$ cat src/rtl/hdlc_seq_pkg.sv
// Shared definitions for the HDLC NRZI bit sequencer.
// Assumes byte-wide payload and 8-bit flag octets.
package hdlc_seq_pkg;

    // Frame part that the current bit position falls in.
    typedef enum logic [2:0] {
        SEC_PRE   = 3'd0,
        SEC_OPEN  = 3'd1,
        SEC_DATA  = 3'd2,
        SEC_CLOSE = 3'd3,
        SEC_END   = 3'd4
    } sec_e;

    localparam logic [7:0] HDLC_FLAG = 8'h7E;
    localparam int         ONES_RUN  = 5;

endpackage

$ cat src/rtl/hdlc_baud_accum.sv
// Fractional baud timer.
// Keeps the 8.8 residual of samples within the current baud slot. Flags the
// iteration that begins a slot and the one that moves the bit position on.
// Assumes SPB >= 256, i.e. at least one sample per baud.
module hdlc_baud_accum #(
    parameter int SPB   = 853,
    parameter int ACC_W = $clog2(SPB + 256) + 1
) (
    input  logic clk,
    input  logic rst_n,
    input  logic step,
    input  logic clear,
    output logic slot_start,
    output logic advance
);
    localparam logic [ACC_W-1:0] ONE_SAMPLE = ACC_W'(256);
    localparam logic [ACC_W-1:0] PERIOD     = ACC_W'(SPB);

    logic [ACC_W-1:0] acc_q;
    logic [ACC_W-1:0] acc_base;
    logic [ACC_W-1:0] acc_sum;

    // Residual as seen by this iteration (restart forces zero).
    assign acc_base   = clear ? '0 : acc_q;
    assign slot_start = acc_base < ONE_SAMPLE;
    assign acc_sum    = acc_base + ONE_SAMPLE;
    assign advance    = acc_sum >= PERIOD;

    // Register the residual after each iteration.
    always_ff @(posedge clk) begin
        if (!rst_n) begin
            acc_q <= '0;
        end else if (step) begin
            acc_q <= advance ? acc_sum - PERIOD : acc_sum;
        end
    end
endmodule

$ cat src/rtl/hdlc_frame_src.sv
// Frame bit source.
// Maps a bit position to its frame part and raw line bit, and forms the
// payload byte address. Purely combinational. The payload byte is expected
// on rd_data one cycle after rd_addr settles.
module hdlc_frame_src
    import hdlc_seq_pkg::*;
#(
    parameter int N1    = 2,
    parameter int N2    = 2,
    parameter int N3    = 2,
    parameter int LEN_W = 8,
    parameter int POS_W = 13
) (
    input  logic [POS_W-1:0] pos,
    input  logic [LEN_W-1:0] len,
    input  logic [7:0]       rd_data,
    output logic [LEN_W-1:0] rd_addr,
    output sec_e             section,
    output logic             raw_bit
);
    localparam int BI_W = POS_W - 3;
    localparam logic [BI_W-1:0] OPEN_AT = BI_W'(N1);
    localparam logic [BI_W-1:0] DATA_AT = BI_W'(N1 + N2);

    logic [BI_W-1:0] byte_idx;
    logic [BI_W-1:0] close_at;
    logic [BI_W-1:0] end_at;
    logic [2:0]      bit_idx;
    logic [7:0]      flag_msb_first;

    assign byte_idx = pos[POS_W-1:3];
    assign bit_idx  = pos[2:0];
    assign close_at = DATA_AT + BI_W'(len);
    assign end_at   = close_at + BI_W'(N3);

    // Reverse the flag so the same bit index walks it from bit 7 down.
    for (genvar g = 0; g < 8; g++) begin : g_flag_rev
        assign flag_msb_first[g] = HDLC_FLAG[7-g];
    end

    // Decide the frame part from the byte index.
    always_comb begin
        if (byte_idx < OPEN_AT)       section = SEC_PRE;
        else if (byte_idx < DATA_AT)  section = SEC_OPEN;
        else if (byte_idx < close_at) section = SEC_DATA;
        else if (byte_idx < end_at)   section = SEC_CLOSE;
        else                          section = SEC_END;
    end

    // Pick the raw bit for this position.
    always_comb begin
        unique case (section)
            SEC_OPEN, SEC_CLOSE: raw_bit = flag_msb_first[bit_idx];
            SEC_DATA:            raw_bit = rd_data[bit_idx];
            default:             raw_bit = 1'b0;
        endcase
    end

    // Payload address, parked at zero outside the payload.
    always_comb begin
        if (section == SEC_DATA) rd_addr = LEN_W'(byte_idx - DATA_AT);
        else                     rd_addr = '0;
    end
endmodule

$ cat src/rtl/hdlc_stuff_ctl.sv
// Zero-bit insertion control.
// Counts consecutive payload ones and arms an inserted zero after RUN of
// them. The caller feeds it payload bits only and consumes the pending
// insertion in the next slot.
module hdlc_stuff_ctl #(
    parameter int RUN   = 5,
    parameter int CNT_W = $clog2(RUN + 1)
) (
    input  logic clk,
    input  logic rst_n,
    input  logic clear,
    input  logic use_bit,
    input  logic bit_in,
    input  logic consume,
    output logic pending
);
    localparam logic [CNT_W-1:0] LAST = CNT_W'(RUN - 1);

    logic [CNT_W-1:0] ones_q;
    logic [CNT_W-1:0] ones_base;
    logic             pend_q;

    assign ones_base = clear ? '0 : ones_q;
    assign pending   = clear ? 1'b0 : pend_q;

    // Track the ones run and the armed insertion.
    always_ff @(posedge clk) begin
        if (!rst_n) begin
            ones_q <= '0;
            pend_q <= 1'b0;
        end else begin
            if (consume || clear) begin
                pend_q <= 1'b0;
            end
            if (use_bit) begin
                if (!bit_in) begin
                    ones_q <= '0;
                end else if (ones_base == LAST) begin
                    ones_q <= '0;
                    pend_q <= 1'b1;
                end else begin
                    ones_q <= ones_base + CNT_W'(1);
                end
            end else if (clear) begin
                ones_q <= '0;
            end
        end
    end
endmodule

$ cat src/rtl/hdlc_nrzi_seq.sv
// HDLC NRZI bit sequencer (top).
// Walks a preamble/flag/payload/flag frame at the baud rate set by the
// fractional timer, inserts zeros in the payload, and emits a tone-toggle
// pulse for every line zero. Assumes sample_stb pulses are at least three
// cycles apart and N1+N2+N3 > 0.
module hdlc_nrzi_seq
    import hdlc_seq_pkg::*;
#(
    parameter int N1          = 2,
    parameter int N2          = 2,
    parameter int N3          = 2,
    parameter int LEN_W       = 8,
    parameter int SAMPLE_RATE = 4000,
    parameter int BAUD        = 1200
) (
    input  logic             clk,
    input  logic             rst_n,
    input  logic             sample_stb,
    input  logic             start,
    input  logic [LEN_W-1:0] frame_len,
    output logic [LEN_W-1:0] rd_addr,
    input  logic [7:0]       rd_data,
    output logic             tone_toggle,
    output logic             busy,
    output logic             done
);
    localparam int SPB   = (SAMPLE_RATE * 256) / BAUD;
    localparam int POS_W = $clog2((N1 + N2 + N3 + (1 << LEN_W)) * 8) + 1;

    logic [POS_W-1:0] pos_q;
    logic [POS_W-1:0] pos_base;
    logic [LEN_W-1:0] len_q;
    logic [LEN_W-1:0] len_base;
    logic             busy_q;
    logic             done_q;
    logic             tog_q;

    logic iter;
    logic slot_start;
    logic adv;
    logic eval;
    logic fin;
    logic pend;
    logic hold;
    logic want_toggle;
    sec_e section;
    logic raw_bit;

    // One iteration per accepted sample, or immediately at start.
    assign iter     = start | (busy_q & sample_stb);
    assign pos_base = start ? '0 : pos_q;
    assign len_base = start ? frame_len : len_q;

    hdlc_baud_accum #(
        .SPB (SPB)
    ) u_accum (
        .clk        (clk),
        .rst_n      (rst_n),
        .step       (iter),
        .clear      (start),
        .slot_start (slot_start),
        .advance    (adv)
    );

    hdlc_frame_src #(
        .N1    (N1),
        .N2    (N2),
        .N3    (N3),
        .LEN_W (LEN_W),
        .POS_W (POS_W)
    ) u_src (
        .pos     (pos_base),
        .len     (len_base),
        .rd_data (rd_data),
        .rd_addr (rd_addr),
        .section (section),
        .raw_bit (raw_bit)
    );

    assign eval        = iter & slot_start;
    assign fin         = eval & (section == SEC_END);
    assign hold        = eval & ~fin & pend;
    assign want_toggle = eval & ~fin & (pend | ~raw_bit);

    hdlc_stuff_ctl #(
        .RUN (ONES_RUN)
    ) u_stuff (
        .clk     (clk),
        .rst_n   (rst_n),
        .clear   (start),
        .use_bit (eval & ~fin & ~pend & (section == SEC_DATA)),
        .bit_in  (raw_bit),
        .consume (hold),
        .pending (pend)
    );

    // Bit position: advance on baud rollover, hold across an inserted zero.
    always_ff @(posedge clk) begin
        if (!rst_n) begin
            pos_q <= '0;
        end else if (iter) begin
            pos_q <= pos_base + POS_W'(adv) - POS_W'(hold);
        end
    end

    // Capture the payload length for the whole frame.
    always_ff @(posedge clk) begin
        if (!rst_n) begin
            len_q <= '0;
        end else if (start) begin
            len_q <= frame_len;
        end
    end

    // Frame activity and completion pulse.
    always_ff @(posedge clk) begin
        if (!rst_n) begin
            busy_q <= 1'b0;
            done_q <= 1'b0;
        end else begin
            done_q <= fin;
            if (start)    busy_q <= 1'b1;
            else if (fin) busy_q <= 1'b0;
        end
    end

    // Registered NRZI toggle request.
    always_ff @(posedge clk) begin
        if (!rst_n) tog_q <= 1'b0;
        else        tog_q <= want_toggle;
    end

    assign busy        = busy_q;
    assign done        = done_q;
    assign tone_toggle = tog_q;
endmodule

$ cat config.mk
export PLATFORM = sky130hd
export DESIGN_NAME = hdlc_nrzi_seq
export DESIGN_NICKNAME = d
export VERILOG_FILES = /design/src/rtl/hdlc_seq_pkg.sv /design/src/rtl/hdlc_baud_accum.sv /design/src/rtl/hdlc_frame_src.sv /design/src/rtl/hdlc_stuff_ctl.sv /design/src/rtl/hdlc_nrzi_seq.sv
export SDC_FILE = /design/constraint.sdc
export NUM_CORES = 1
export LEC_CHECK = 0
export ABC_AREA = 0
export CAP_MARGIN = 20
export CORE_ASPECT_RATIO = 1.25
export CORE_UTILIZATION = 59
export CTS_CLUSTER_DIAMETER = 120
export DETAILED_ROUTE_END_ITERATION = 16
export PLACE_DENSITY_LB_ADDON = 0.1
export SKIP_CTS_REPAIR_TIMING = 1
export SYNTH_ARGS = -nofsm -noshare
export SYNTH_HDL_FRONTEND = slang
export SYNTH_SLANG_ARGS = --single-unit
$ cat constraint.sdc
create_clock -name clk -period 8.2 [get_ports clk]
set_clock_uncertainty 0.05 [all_clocks]
set_input_delay 2.46 -clock clk [delete_from_list [all_inputs] [get_ports clk]]
set_output_delay 2.46 -clock clk [all_outputs]
set_load 0.02 [all_outputs]
==> metrics <==
status finished clean; Psw between 200 and 300 µW; TritonCTS buffer count 5; leak pwr between 0.002 and 0.0025 µW; RSZ-0062 raised after global routing no; pre-CTS setup slack -553 ps; Max Slew Vio Count 0; initial core utilization 0.621; Top-Level Pins 31; Layout area overhead 22.7%; starting DRC count in detailed routing around 170; power share of the sequential group 0.294; sw frac 0.371; dpl hpwl approximately 6400 µm; Yosys Warn Count 0; pwr dens between 150 and 200 nW/µm²; port bufs 30; Combinational Power Share 0.491; measured slew at the worst slew-check pin ~800 ps; Sinks on Clock Net 40; area of the die 6120 µm²; routability cong. about 0.95; highest-delay cell along the critical path clkdlybuf4s50_1; syn nets ~500; Post-Layout Inst Area approximately 4200 µm²; Routed Antenna Nets 0; # fillers about 400; drt drc 0; register area share after synthesis 0.234; DP Area just over 4000 µm²; clock period minus final worst setup slack a little under 8000 ps; CTS tree done; Clock power frac 0.215; TritonRoute pass-1 iters 4; GRT Total Usage 0.277; Core ar. 5520 µm²; Clock Latency Late Sink 290 ps; delay-heaviest family, CP buffers and inverters; Primary FF master, synth dfxtp_1; Max Freq ~0.13 GHz; synthesized area ~3400 µm²; final std cells w/o fill between 500 and 600; drt via density about 5.7; final wirelength ~8400 µm; initial antenna violation count 0; Die W 70.2 µm; Post-synth EDFFs 0; VDD IR max between 100 and 150 µV; Placed Cells incl. Taps 550; Cell Rows 30; wire length per cell 15.1 µm; routed vias roughly 3200; Setup-failing EPs final 0; H-tree depth 2; final-stage net count ~560; CP max FO 5; Syn Inst Count 434; max-cap violations 0; Avg Cell Area, Syn slightly below 8 µm²; Int Power around 480 µW; Async S/R FF share, synth 0; CP Capture Type primary output; grt ovf 0; final period utilization 0.970; flop and latch count out of synthesis 40; Die Ht roughly 87 µm; vias in the first global route slightly below 3000; Critical path buffers and inverters 5; Slew headroom 0.477; Worst Path Arrival ~5400 ps; Critical Setup Path Class in -> out; HP Class reg -> reg; final worst slack approximately 250 ps; crit-path cells clkdlybuf4s50_1 > mux2i_2 > inv_1 > ha_1 > nand2_1 > xor2_1 > inv_1 > ha_1 > nand4_1 > o221a_2 > maj3_2 > o21ai_4 > buf_4 > nor2_1 > dlymetal6s2s_1; clock-pin slew on the worst setup and hold paths roughly 80 ps; first-pass GRT wire length roughly 13000 µm; library cells used by synthesis 63; antenna cell count 0; largest net degree at the start of global routing 36; Worst EP required approximately 5700 ps; Crit path largest cell delay about 430 ps; CTS root buf clkbuf_8; share of cells above drive strength 1 0.131; clock tree buffer depth 2; Startpoint Class input pin; commonest non-fill, non-tap cell in the layout nand2_1; commonest non-fill, non-tap cells in the layout nand2_1 (49), ha_1 (46), nor2_1 (45), dfxtp_1 (40); final hold violation count 0
## Yosys cell counts, types with 6 or more instances
cell type / n / area, µm²
ha_1: 46 / 576
nand2_1: 49 / 184
o21ai_0: 10 / 50.1
a211oi_1: 10 / 75.1
nor2_1: 45 / 169
nand3_1: 13 / 65.1
a21oi_1: 27 / 135
xnor2_1: 19 / 166
mux2i_1: 6 / 60.1
dfxtp_1: 40 / 801
a21o_1: 9 / 67.6
xor2_1: 9 / 78.8
nor3_1: 14 / 70.1
inv_1: 36 / 135
nor2b_1: 10 / 62.6
## final timing paths
| path | startpoint | depth (start not counted) | slack, ps | endpoint |
|---|---|---|---|---|
| setup / recovery | frame_len[2] | 15 | 250 | rd_addr[7] |
| hold / removal | pos_q[5] | 2 | 410 | pos_q[5] |
| setup reg to reg | len_q[2] | 27 | 2610 | pos_q[12] |
| hold reg to reg | pos_q[5] | 2 | 410 | pos_q[5] |
## logic make-up after synthesis
group	after synthesis	synth area share
adders and majority gates	48	0.177
DFF	40	0.234
xor gates and xnor gates	28	0.0715
and+or+nand+nor	158	0.221
muxes	12	0.0445
other	1	0.00109
AOI/OAI and AO/OA	96	0.192
buffers and inverters	51	0.0595
## per-layer routing
| layer | part of all wire | global-route usage | wire [µm] | vias up |
|---|---|---|---|---|
| li1 | - | - | - | 1634 |
| met1 | 0.43 | 0.323 | 3590 | 1498 |
| met2 | 0.52 | 0.513 | 4380 | 61 |
| met3 | 0.031 | 0.0324 | 265 | 12 |
| met4 | 0.022 | 0.115 | 187 | 0 |
| met5 | 0 | 0 | 0 | - |
## power groups by stage
stage | logic (µW) | registers, µW | clock network [µW]
finish | 373 | 223 | 164
global route | 406 | 225 | 174
CTS | 362 | 223 | 167
floorplan | 238 | 226 | 0
detailed placement | 358 | 227 | 0
global placement | 348 | 227 | 0
## state kept, by name, summed over array words and instances, names as in the netlist
signal          count
busy                1
u_accum.acc_q      12
pos_q              13
u_stuff.pend_q      1
done                1
u_stuff.ones_q      3
tone_toggle         1
len_q               8
## stage by stage
step	setup TNS [ps]	power, µW	util	hold slack, ps
2_1_floorplan	0	464	-	382
3_3_place_gp	-3020	575	0.730	396
3_5_place_dp	-4180	585	0.730	397
4_1_cts	-3920	752	0.749	407
5_1_grt	0	805	0.762	444
6_report	0	760	0.762	410
## cell type report
type / count / area [µm²] / area share
Clock buffer: 6 / 72.6 / 0.0173
Clock inverter: 2 / 35.0 / 0.00833
Inverter: 37 / 139 / 0.0330
Tap cell: 64 / 80.1 / 0.0190
Sequential cell: 40 / 801 / 0.190
Timing Repair Buffer: 68 / 633 / 0.151
Multi-Input combinational cell: 343 / 2450 / 0.582
## tightest hold or removal path: cells and delay by family (launching register included)
family | cells | cell delay, ps
AOI/OAI and AO/OA | 1 | 50
and+or+nand+nor | 1 | 50
DFF | 1 | 320
(Power assumes the default switching activity.)
